[src/rtl/hpi_pkg.sv]
package hpi_pkg;
  // Destination of an address-0 access, taken from control bits [1:0]
  typedef enum logic [1:0] {
    SEL_DATA = 2'd0,
    SEL_OWN  = 2'd1,
    SEL_CLK  = 2'd2,
    SEL_VEC  = 2'd3
  } hpi_sel_e;

  // Host protocol chosen after reset
  typedef enum logic {
    MODE_SPLIT = 1'b0,
    MODE_RW    = 1'b1
  } hpi_mode_e;
endpackage

[src/rtl/hpi_sync.sv]
module hpi_sync #(
  parameter int unsigned W       = 1,
  parameter int unsigned STAGES  = 2,
  parameter logic [W-1:0] RST_VAL = '0
) (
  input  logic         clk,
  input  logic         rst_n,
  input  logic [W-1:0] d,
  output logic [W-1:0] q
);
  logic [W-1:0] stg_q [STAGES];

  generate
    for (genvar i = 0; i < STAGES; i++) begin : g_stage
      if (i == 0) begin : g_first
        always_ff @(posedge clk or negedge rst_n) begin
          if (!rst_n) stg_q[0] <= RST_VAL;
          else        stg_q[0] <= d;
        end
      end else begin : g_next
        always_ff @(posedge clk or negedge rst_n) begin
          if (!rst_n) stg_q[i] <= RST_VAL;
          else        stg_q[i] <= stg_q[i-1];
        end
      end
    end
  endgenerate

  assign q = stg_q[STAGES-1];
endmodule

[src/rtl/hpi_mode_det.sv]
module hpi_mode_det
  import hpi_pkg::*;
(
  input  logic      clk,
  input  logic      rst_n,
  input  logic      wr_fall,
  input  logic      cs_act,
  output hpi_mode_e mode
);
  logic      decided_q, decided_d;
  hpi_mode_e mode_q, mode_d;

  always_comb begin
    decided_d = decided_q;
    mode_d    = mode_q;
    if (!decided_q && wr_fall) begin
      decided_d = 1'b1;
      mode_d    = cs_act ? MODE_SPLIT : MODE_RW;
    end
  end

  always_ff @(posedge clk or negedge rst_n) begin
    if (!rst_n) begin
      decided_q <= 1'b0;
      mode_q    <= MODE_SPLIT;
    end else begin
      decided_q <= decided_d;
      mode_q    <= mode_d;
    end
  end

  assign mode = mode_q;
endmodule

[src/rtl/hpi_strobe.sv]
module hpi_strobe
  import hpi_pkg::*;
(
  input  logic      clk,
  input  logic      rst_n,
  input  hpi_mode_e mode,
  input  logic      cs_n_s,
  input  logic      wr_n_s,
  input  logic      rd_n_s,
  output logic      cs_act,
  output logic      wr_fall,
  output logic      wr_evt,
  output logic      rd_evt,
  output logic      bus_oe,
  output logic      dtack_o,
  output logic      dtack_oe
);
  logic cs_prev_q, wr_prev_q, rd_prev_q, ack_q;
  logic ack_d;
  logic cs_fall, rd_fall;

  assign cs_act  = ~cs_n_s;
  assign wr_fall = wr_prev_q & ~wr_n_s;
  assign rd_fall = rd_prev_q & ~rd_n_s;
  assign cs_fall = cs_prev_q & ~cs_n_s;

  always_comb begin
    if (mode == MODE_RW) begin
      wr_evt = cs_fall & ~wr_n_s;
      rd_evt = cs_fall &  wr_n_s;
      bus_oe = cs_act  &  wr_n_s;
    end else begin
      wr_evt = wr_fall & cs_act;
      rd_evt = rd_fall & cs_act;
      bus_oe = cs_act  & ~rd_n_s;
    end
    ack_d = (mode == MODE_RW) & cs_act;
  end

  always_ff @(posedge clk or negedge rst_n) begin
    if (!rst_n) begin
      cs_prev_q <= 1'b1;
      wr_prev_q <= 1'b1;
      rd_prev_q <= 1'b1;
      ack_q     <= 1'b0;
    end else begin
      cs_prev_q <= cs_n_s;
      wr_prev_q <= wr_n_s;
      rd_prev_q <= rd_n_s;
      ack_q     <= ack_d;
    end
  end

  assign dtack_oe = (mode == MODE_RW) & cs_act;
  assign dtack_o  = ~ack_q;
endmodule

[src/rtl/hpi_regs.sv]
module hpi_regs
  import hpi_pkg::*;
#(
  parameter int unsigned DW = 8
) (
  input  logic          clk,
  input  logic          rst_n,
  input  logic          wr_evt,
  input  logic          rd_evt,
  input  logic          a0,
  input  logic [DW-1:0] din,
  input  logic [DW-1:0] rx_data,
  input  logic [DW-1:0] status,
  output logic [DW-1:0] dout,
  output logic [DW-1:0] ctrl,
  output logic [DW-1:0] own,
  output logic [DW-1:0] clkset,
  output logic [DW-1:0] vec,
  output logic [DW-1:0] tx_data,
  output logic          tx_load,
  output logic          data_touch,
  output logic          ien
);
  localparam int unsigned IEN_BIT = DW - 1;

  logic [DW-1:0] ctrl_q, own_q, clk_q, vec_q, tx_q;
  logic [DW-1:0] ctrl_d, own_d, clk_d, vec_d, tx_d;
  logic          load_q, load_d;
  hpi_sel_e      sel;

  assign sel = hpi_sel_e'(ctrl_q[1:0]);

  always_comb begin
    ctrl_d = ctrl_q;
    own_d  = own_q;
    clk_d  = clk_q;
    vec_d  = vec_q;
    tx_d   = tx_q;
    load_d = 1'b0;
    if (wr_evt) begin
      if (a0) begin
        ctrl_d = din;
      end else begin
        unique case (sel)
          SEL_DATA: begin tx_d = din; load_d = 1'b1; end
          SEL_OWN:  own_d = din;
          SEL_CLK:  clk_d = din;
          SEL_VEC:  vec_d = din;
        endcase
      end
    end
  end

  always_ff @(posedge clk or negedge rst_n) begin
    if (!rst_n) begin
      ctrl_q <= '0;
      own_q  <= '0;
      clk_q  <= '0;
      vec_q  <= '0;
      tx_q   <= '0;
      load_q <= 1'b0;
    end else begin
      ctrl_q <= ctrl_d;
      own_q  <= own_d;
      clk_q  <= clk_d;
      vec_q  <= vec_d;
      tx_q   <= tx_d;
      load_q <= load_d;
    end
  end

  always_comb begin
    if (a0) begin
      dout = status;
    end else begin
      unique case (sel)
        SEL_DATA: dout = rx_data;
        SEL_OWN:  dout = own_q;
        SEL_CLK:  dout = clk_q;
        SEL_VEC:  dout = vec_q;
      endcase
    end
  end

  assign data_touch = (wr_evt | rd_evt) & ~a0 & (sel == SEL_DATA);
  assign ien        = ctrl_q[IEN_BIT];
  assign ctrl       = ctrl_q;
  assign own        = own_q;
  assign clkset     = clk_q;
  assign vec        = vec_q;
  assign tx_data    = tx_q;
  assign tx_load    = load_q;
endmodule

[src/rtl/hpi_irq.sv]
module hpi_irq (
  input  logic clk,
  input  logic rst_n,
  input  logic byte_done,
  input  logic ien,
  input  logic data_touch,
  output logic irq_n
);
  logic pend_q, pend_d;

  always_comb begin
    pend_d = pend_q;
    if (data_touch)       pend_d = 1'b0;
    if (byte_done && ien) pend_d = 1'b1;
  end

  always_ff @(posedge clk or negedge rst_n) begin
    if (!rst_n) pend_q <= 1'b0;
    else        pend_q <= pend_d;
  end

  assign irq_n = ~pend_q;
endmodule

[src/rtl/hpi_front.sv]
module hpi_front
  import hpi_pkg::*;
#(
  parameter int unsigned DW          = 8,
  parameter int unsigned SYNC_STAGES = 2
) (
  input  logic          clk,
  input  logic          rst_n,
  input  logic          host_cs_n,
  input  logic          host_a0,
  input  logic          host_wr_n,
  input  logic          host_rd_n,
  input  logic [DW-1:0] host_d_i,
  output logic [DW-1:0] host_d_o,
  output logic          host_d_oe,
  output logic          host_dtack_o,
  output logic          host_dtack_oe,
  output logic          host_irq_n,
  output logic          mode_rw,
  input  logic          be_byte_done,
  input  logic [DW-1:0] be_rx_data,
  input  logic [DW-1:0] be_status,
  output logic [DW-1:0] be_tx_data,
  output logic          be_tx_load,
  output logic [DW-1:0] cfg_ctrl,
  output logic [DW-1:0] cfg_own,
  output logic [DW-1:0] cfg_clk,
  output logic [DW-1:0] cfg_vec
);
  localparam int unsigned NSTB = 3;

  logic            rst_sn;
  logic [NSTB-1:0] stb_s;
  hpi_mode_e       mode;
  logic            cs_act, wr_fall, wr_evt, rd_evt, bus_oe;
  logic            data_touch, ien_w;

  hpi_sync #(.W(1), .STAGES(SYNC_STAGES), .RST_VAL(1'b0)) u_rst_sync (
    .clk(clk), .rst_n(rst_n), .d(1'b1), .q(rst_sn)
  );

  hpi_sync #(.W(NSTB), .STAGES(SYNC_STAGES), .RST_VAL({NSTB{1'b1}})) u_stb_sync (
    .clk(clk), .rst_n(rst_sn), .d({host_cs_n, host_wr_n, host_rd_n}), .q(stb_s)
  );

  hpi_mode_det u_mode (
    .clk(clk), .rst_n(rst_sn), .wr_fall(wr_fall), .cs_act(cs_act), .mode(mode)
  );

  hpi_strobe u_strobe (
    .clk(clk), .rst_n(rst_sn), .mode(mode),
    .cs_n_s(stb_s[2]), .wr_n_s(stb_s[1]), .rd_n_s(stb_s[0]),
    .cs_act(cs_act), .wr_fall(wr_fall), .wr_evt(wr_evt), .rd_evt(rd_evt),
    .bus_oe(bus_oe), .dtack_o(host_dtack_o), .dtack_oe(host_dtack_oe)
  );

  hpi_regs #(.DW(DW)) u_regs (
    .clk(clk), .rst_n(rst_sn), .wr_evt(wr_evt), .rd_evt(rd_evt),
    .a0(host_a0), .din(host_d_i), .rx_data(be_rx_data), .status(be_status),
    .dout(host_d_o), .ctrl(cfg_ctrl), .own(cfg_own), .clkset(cfg_clk),
    .vec(cfg_vec), .tx_data(be_tx_data), .tx_load(be_tx_load),
    .data_touch(data_touch), .ien(ien_w)
  );

  hpi_irq u_irq (
    .clk(clk), .rst_n(rst_sn), .byte_done(be_byte_done), .ien(ien_w),
    .data_touch(data_touch), .irq_n(host_irq_n)
  );

  assign host_d_oe = bus_oe;
  assign mode_rw   = (mode == MODE_RW);
endmodule

[config.mk]
export PLATFORM = sky130hd
export DESIGN_NAME = hpi_front
export DESIGN_NICKNAME = d
export VERILOG_FILES = /design/src/rtl/hpi_pkg.sv /design/src/rtl/hpi_sync.sv /design/src/rtl/hpi_mode_det.sv /design/src/rtl/hpi_strobe.sv /design/src/rtl/hpi_regs.sv /design/src/rtl/hpi_irq.sv /design/src/rtl/hpi_front.sv
export SDC_FILE = /design/constraint.sdc
export NUM_CORES = 1
export LEC_CHECK = 0
export ABC_AREA = 0
export CAP_MARGIN = 20
export CORE_MARGIN = 4
export CORE_UTILIZATION = 25
export DETAILED_ROUTE_END_ITERATION = 10
export GPL_TIMING_DRIVEN = 0
export PLACE_DENSITY = 0.49
export SYNTH_ARGS = -nofsm -noshare
export SYNTH_HDL_FRONTEND = slang
export SYNTH_SLANG_ARGS = --single-unit
[constraint.sdc]
create_clock -name clk -period 2.2 [get_ports clk]
set_input_delay 0.44 -clock clk [delete_from_list [all_inputs] [get_ports clk]]
set_output_delay 0.44 -clock clk [all_outputs]
set_load 0.05 [all_outputs]
==> results of run 1 <==
==> synthesized netlist by cell type <==
library cell | n | area [µm²]
a21oi_1 | 1 | 5.00
a311oi_1 | 1 | 8.76
and2b_1 | 1 | 7.51
and4_4 | 1 | 11.3
buf_2 | 1 | 5.00
buf_4 | 1 | 7.51
buf_6 | 3 | 33.8
conb_1 | 1 | 3.75
dfrtp_1 | 47 | 1180
dfstp_2 | 9 | 236
inv_1 | 4 | 15.0
mux2_2 | 41 | 462
mux2_4 | 9 | 135
mux4_1 | 3 | 78.8
mux4_2 | 5 | 113
nand2_1 | 1 | 3.75
nand2b_1 | 3 | 18.8
nand3_2 | 2 | 20.0
nand4b_2 | 1 | 15.0
nand4b_4 | 1 | 23.8
nor2_1 | 6 | 22.5
nor3_4 | 1 | 16.3
o21ai_1 | 1 | 5.00
or4_1 | 1 | 7.51
==> stage by stage <==
step                 util  setup TNS [ns]  setup slack (ns)  hold WS [ns]
detailed placement  0.369           -4.36            -0.569         0.281
floorplan               -               0            0.0941         0.144
global placement    0.366          -14.03            -0.590         0.337
global route        0.384           -1.07            -0.169         0.256
CTS                 0.383          -0.795            -0.133         0.267
finish              0.384          -0.572            -0.106         0.269
==> worst max path at each step <==
| stage | endpoint | slack, ns | depth (start not counted) |
|---|---|---|---|
| 6_report | host_d_o[0] | -0.11 | 4 |
| 3_5_place_dp | host_d_o[7] | -0.57 | 4 |
| 2_1_floorplan | host_d_o[2] | 0.09 | 3 |
| 3_3_place_gp | host_d_o[7] | -0.59 | 4 |
| 5_1_grt | host_d_o[4] | -0.17 | 4 |
| 4_1_cts | host_d_o[0] | -0.13 | 4 |
==> sequential cells by signal (all words and copies together) (netlist names), 3 cells and up <==
name / count
u_regs.clkset: 8
u_regs.ctrl: 8
u_regs.own: 8
u_regs.tx_data: 8
u_regs.vec: 8
u_stb_sync.q: 3
u_stb_sync.stg_q: 3
==> logic make-up after synthesis <==
family / share of synthesized area
buffers and inverters: 0.0252
DFF: 0.581
and+or+nand+nor: 0.0602
other: 0.00154
AOI/OAI and AO/OA: 0.00772
muxes: 0.324
==> final cells by class <==
cell class | count | share of cell area
Buffer | 5 | 0.0160
Clock buffer | 5 | 0.0191
Timing Repair Buffer | 90 | 0.251
Sequential cell | 56 | 0.393
Tap cell | 129 | 0.0448
Inverter | 4 | 0.00417
Multi-Input combinational cell | 80 | 0.266
Clock inverter | 3 | 0.00591
==> power breakdown <==
group	leakage (nW)	switching [mW]	internal (mW)	total, mW
sequential	0.680	0.226	1.32	1.54
combinational	0.828	1.54	1.04	2.57
clock	0.0445	0.342	0.227	0.569
==> repair_timing <==
| item | in CTS | in global routing |
|---|---|---|
| gates resized for setup | 62 | 3 |
| cloned | 1 | 0 |
| buffers inserted | 3 | 1 |
| endpoints found under the setup margin | 10 | 8 |
==> routing by layer <==
metal,routed length (µm),track usage,part of all wire
met3,254,0.0229,0.039
met2,3300,0.199,0.51
met1,2860,0.156,0.44
met4,48,0.0301,0.0074
met5,0,0,0
==> worst max-delay path, stage by stage (launching register included) <==
cell	delay (ns)
dfrtp_2	0.47
buf_4	0.14
mux4_1	0.52
mux2_2	0.28
buf_6	0.15
==> results.md, run 1 <==
Critical path:
- STA puts the critical path data arrival time at 1.87 ns.
- The worst register-to-register path has a depth of 5.
- Of all nets on the critical path, the largest fanout is 5.
- The sort of element at the end of the critical path is a primary output.
- By startpoint and endpoint, the worst setup path is classified as reg -> out.
- The worst flop-to-flop path startpoint is u_regs.ctrl[0]$_DFFE_PN0P_.
- The startpoint of the worst setup timing path is u_regs.ctrl[0]$_DFFE_PN0P_.
- The worst setup path is launched from a flip-flop.
- The setup check on the worst reg-to-reg path leaves a slack of 0.34 ns.
- In this run the critical register-to-register path is captured at u_irq.pend_q$_DFFE_PN0P_.
- For the worst setup path, the data required time is 1.76 ns.

Pwr:
- The static power due to leakage is 1.55 nW.
- The power per unit of standard cell area is 1300 nW/µm².
- Total power for the finished layout comes to 4.69 mW.
- The maximum VDD drop is 0.604 mV.

Layout:
- The total area of multi-input combinational cells is 957 µm².
- The total inserted antenna cells is 0.
- After filler insertion, the fill cell instance count of the layout stands at 935.
- The total area of sequential cells is 1420 µm².
- The number of nets in the layout is 273.
- The synthesis-to-layout area growth is 48.1%.
- In the layout the commonest cells are clkdlybuf4s50_1, dfrtp_1, mux2_2.
- The final design instance area without fill is 3600 µm².
- The filler-free cell count of the finished design is 372.
- The library cell used most frequently in the layout, excluding fill and tap cells, is clkdlybuf4s50_1.
- In the final layout, the share of cells above drive strength 1 is 0.416.

Global route:
- The number of global-route vias before repair is 1726.
- Entering global routing, the biggest net connects 32 pins.
- The first-pass GRT wire length is 10200 µm.
- The number of antenna violations at the first check in global routing is 0.
- The global-route usage over all layers is 0.118.
- The total overflow left after global routing is 0.

Clocking:
- TritonCTS built the clock tree.
- The total number of clock tree sinks is 56.
- The clock passes through at most 2 buffers.
- The post-CTS clock slew at the launch and capture registers of the worst setup and hold paths is 0.10 ns.
- The clock insertion delay at the later pin of the skew report is 0.30 ns.
- Hold repair after CTS inserted 0 buffers.
- The H-tree depth is 2.
- The clock root buffer master is clkbuf_8.
- TritonCTS created 5 clock buffers.

Min path:
- The class of the most critical hold timing path is reg -> async.

Synth:
- The synthesized design contains 56 register bits.
- Dividing the synthesized area by the synthesized cell count gives 16.8 µm².
- In this run the cell area of the synthesized design comes to 2430 µm².
- The sequential cell area fraction in the yosys report is 0.581.
- After technology mapping, the gate count stands at 145.
- After synthesis, the netlist uses 24 different library cells.
- Synthesis produced a netlist with a net count of 176.
- Yosys printed 0 warnings.

Floorplan:
- The initial utilization of the core area, before any placement, comes to 0.259.
- The die covers 11400 µm².
- The floorplan step set the die height to 107 µm.
- The core box area is 9370 µm².
- The row count is 35.
- The number of top-level design ports is 85.
- The die is 107 µm wide.

STA:
- Across the routed clock network, the largest skew measured is 0.00962 ns.
- The hold violation total from the final report was 0.
- In the post-route analysis, the smallest setup slack over all paths is -0.106 ns.
- The portion of the clock cycle consumed by the worst path in the final layout is 1.05.
- The relative max-transition margin is 0.624.
- Derived from the worst setup path, the maximum achievable clock frequency is 434 MHz.
- At the pin with the least slew margin, the transition time is 0.565 ns.
- Setup repair after global routing could not meet its margin everywhere.
- The routed design could run at a clock period as short as 2.31 ns.
- The number of pins with negative max-slew slack in the final report is 0.
- The number of endpoints failing setup at the final stage is 7.

Detailed routing:
- The final antenna-violating net count is 0.
- For this run, the detailed router's first-pass iteration total came to 3.
- The total wirelength of the detailed-routed design is 6460 µm.
- The violation count after the first detailed-route iteration is 29.
- The average routed wire per standard cell is 17.4 µm.
- The number of vias in the routed layout is 1568.
- For this run, design rule violations remaining after detail routing come to 0.
- The per-cell via count in the routed design is 4.22.

Status:
- The flow ran to the end, but the final reports show violations.
- The final reports fail on setup timing.

Placed design:
- The total half-perimeter wirelength after legalization and detailed placement is 4620 µm.
- The quantity of I/O buffers inserted on ports is 84.
- The final estimated routing congestion in global placement is 0.690.
- The number of placed instances, taps included is 359.
- Summing all placed instances gives a cell area of 3460 µm².

Flow run:
- Max-cap violations in this run came to 0.
(Power assumes the default switching activity.)
==> inputs of run 2 (changes only) <==
Settings changed: CORE_UTILIZATION 25 to 45, PLACE_DENSITY 0.49 to 0.8.
==> run 2 against run 1 <==
The flow still finishes with violations (setup timing). Final cell count decreased by 16%. Core utilization is 30 points higher. Critical path depth unchanged. Die area shrank 42%. Final area is 1.1% lower. Critical path type unchanged. Largest cell class unchanged.
==> results.md, run 2 (synthesis gave the netlist of run 1 again) <==
STA:
- The number of pins with negative max-slew slack in the final report is 0 (unchanged).
- The setup slack after layout is -0.0235 ns (+0.0821 ns).
- The hold violation total from the final report was 0 (unchanged).
- The clock tree skew after final layout came to 0.00617 ns (-0.00346 ns).
- The timing-limited maximum frequency is 450 MHz (+3.7%).
- The smallest hold slack came to 0.255 ns (-0.0136 ns).
- The time the worst path needs with I/O delays and setup came to 2.22 ns (-0.0821 ns).
- Setup repair after global routing could not meet its margin everywhere.
- The actual slew at the worst max-slew pin was 0.533 ns (-0.0312 ns).
- The relative max-transition margin came to 0.644 (+0.0208).
- The total negative setup slack came to -0.0672 ns (+0.505 ns).
- The number of endpoints failing setup at the final stage came to 3 (-4).
- The portion of the clock cycle consumed by the worst path in the final layout is 1.01 (-0.0373).

Detailed routing:
- Routed signal wires occupy layers up through met4.
- The final antenna-violating net count is 0 (unchanged).
- The per-cell via count in the routed design was 5.05 (+20%).
- The violation count after the first detailed-route iteration is 45 (+55%).
- The number of iterations in the first detailed-routing pass is 4 (+1).
- The residual DRC count is 0 (unchanged).
- The post-route met1 wirelength was 2340 µm (-18%).
- The detailed-routed wire length on met2 is 2790 µm (-15%).
- The average routed wire per standard cell is 17.7 µm (+1.8%).
- The total wirelength of the detailed-routed design was 5520 µm (-15%).
- The detailed-routed wire length on met3 is 362 µm (+43%).
- The number of vias in the routed layout is 1577 (+0.57%).

Critical path:
- The worst setup path category is reg -> out.
- The data required time of the worst path is 1.76 ns (about the same).
- The critical path starts at u_regs.ctrl[0]$_DFFE_PN0P_.
- The startpoint identified for the worst register-to-register timing path is u_regs.ctrl[0]$_DFFE_PN0P_.
- The data arrival time of the critical path is 1.78 ns (-0.09 ns).
- STA classifies the critical path startpoint as a flip-flop.
- The worst setup path is captured at a primary output.
- The critical-path maximum fanout is 5 (unchanged).

Placed design:
- The final estimated routing congestion in global placement was 0.734 (+6.3%).
- The total half-perimeter wirelength after legalization and detailed placement was 4020 µm (-13%).
- The quantity of I/O buffers inserted on ports is 84 (unchanged).

Global route:
- The final global-route overflow total is 0 (unchanged).
- The global-route usage over all layers is 0.177 (+0.0588).
- The first-pass GRT wire length is 8830 µm (-14%).
- The number of global-route vias before repair was 1726 (unchanged).
- The pin count of the biggest net entering global routing is 32 (unchanged).
- The number of antenna violations at the first check in global routing is 0 (unchanged).

Min path:
- The worst hold path belongs to the class reg -> async.

Status:
- The checks that failed: setup timing.
- The run finished, with violations left.

Floorplan:
- The vertical extent of the die was 81.5 µm (-24%).
- The overall die width is 81.5 µm (-24%).
- The core box area is 5170 µm² (-45%).
- The effective utilization at floorplan is 0.470 (+0.211).
- The row count was 26 (-26%).
- The number of top-level design ports is 85 (unchanged).
- The die footprint was 6640 µm² (-42%).

Pwr:
- The static power due to leakage is 1.56 nW (+0.55%).
- The power per unit of standard cell area is 1350 nW/µm² (+3.6%).
- The maximum VDD drop is 0.834 mV (+38%).

Clocking:
- The clock insertion delay at the later pin of the skew report was 0.30 ns (about the same).
- The H-tree depth is 2 (unchanged).
- The total number of clock tree sinks came to 56 (unchanged).
- The number of CTS-inserted buffers came to 5 (unchanged).
- The post-CTS clock slew at the launch and capture registers of the worst setup and hold paths is 0.09 ns (about the same).
- The clock tree buffer depth is 2 (unchanged).
- TritonCTS built the clock tree.
- CTS placed an instance of clkbuf_8 at the clock tree root.

Layout:
- From synthesis to final layout, the design area changed by 46.4%.
- The number of nets in the layout came to 272 (-0.37%).
- The library cell used most frequently in the layout, excluding fill and tap cells, is clkdlybuf4s50_1.
- The fraction of the core area covered by cells at the end of the flow is 0.688 (+0.304).
- The total inserted antenna cells is 0 (unchanged).
- The proportion of layout cells with a drive suffix above 1 was 0.417 (+0.00172).
- In the layout the commonest cells are clkdlybuf4s50_1, dfrtp_1, mux2_2.

Flow run:
- The reported max-cap violation count is 0 (unchanged).
-- run 2: what timing repair did --
item / CTS / global route
hold buffers: 0 / 0
endpoints found under the setup margin: 10 / 8
setup buffers: 4 / 0
pin swaps: 0 / 0
gates resized for setup: 70 / 0
cloned: 0 / 0
-- run 2: routing by layer --
metal  global-route usage  vias up
met4               0.0405        0
met2                0.303       54
met3               0.0439        4
li1                     -      713
met1                0.226      806
met5                    0        -
-- run 2: cell type report --
class	instances	area, µm²
multi-input cells	80	957
well taps	70	87.6
plain buffers	5	52.6
fillers	358	1610
clock buffers	6	72.6
repair buffers	89	922
clock inverters	2	35.0
inverters	4	15.0
flip-flops and latches	56	1420
-- run 2: worst paths after layout --
path                                                endpoint  slack [ns]  cells past startpoint
worst max register to register  u_regs.clkset[6]$_DFFE_PN0P_        0.38                      5
max in group asynchronous       u_strobe.rd_prev_q$_DFF_PN1_        1.34                      1
min in group clk                      u_rst_sync.q$_DFF_PN0_        0.36                      0
worst min register to register      u_regs.tx_load$_DFF_PN0_        0.26                      0
worst min-delay path                u_regs.tx_load$_DFF_PN0_        0.26                      0
worst max-delay path                             host_d_o[4]       -0.02                      4
-- run 2: report_power, final --
group	internal, mW	switching, mW	total, mW
Sequential	1.32	0.225	1.54
Clock	0.338	0.312	0.651
Combinational	1.07	1.54	2.61
-- run 2: stage by stage --
stage,total power [mW],std cells,area (µm²),setup WS (ns)
final,4.80,312,3560,-0.0235
after CTS,4.84,312,3560,-0.0455
after detailed placement,4.07,300,3380,-0.535
after global placement,4.02,299,3360,-0.504
after floorplan,3.21,145,2430,0.0941
after global routing,5.02,312,3560,-0.0897
-- run 2: worst max-delay path, cell delays in order (launching register included) --
cell	delay, ns
dfrtp_2	0.41
buf_8	0.13
mux4_2	0.50
mux2_2	0.28
buf_6	0.15
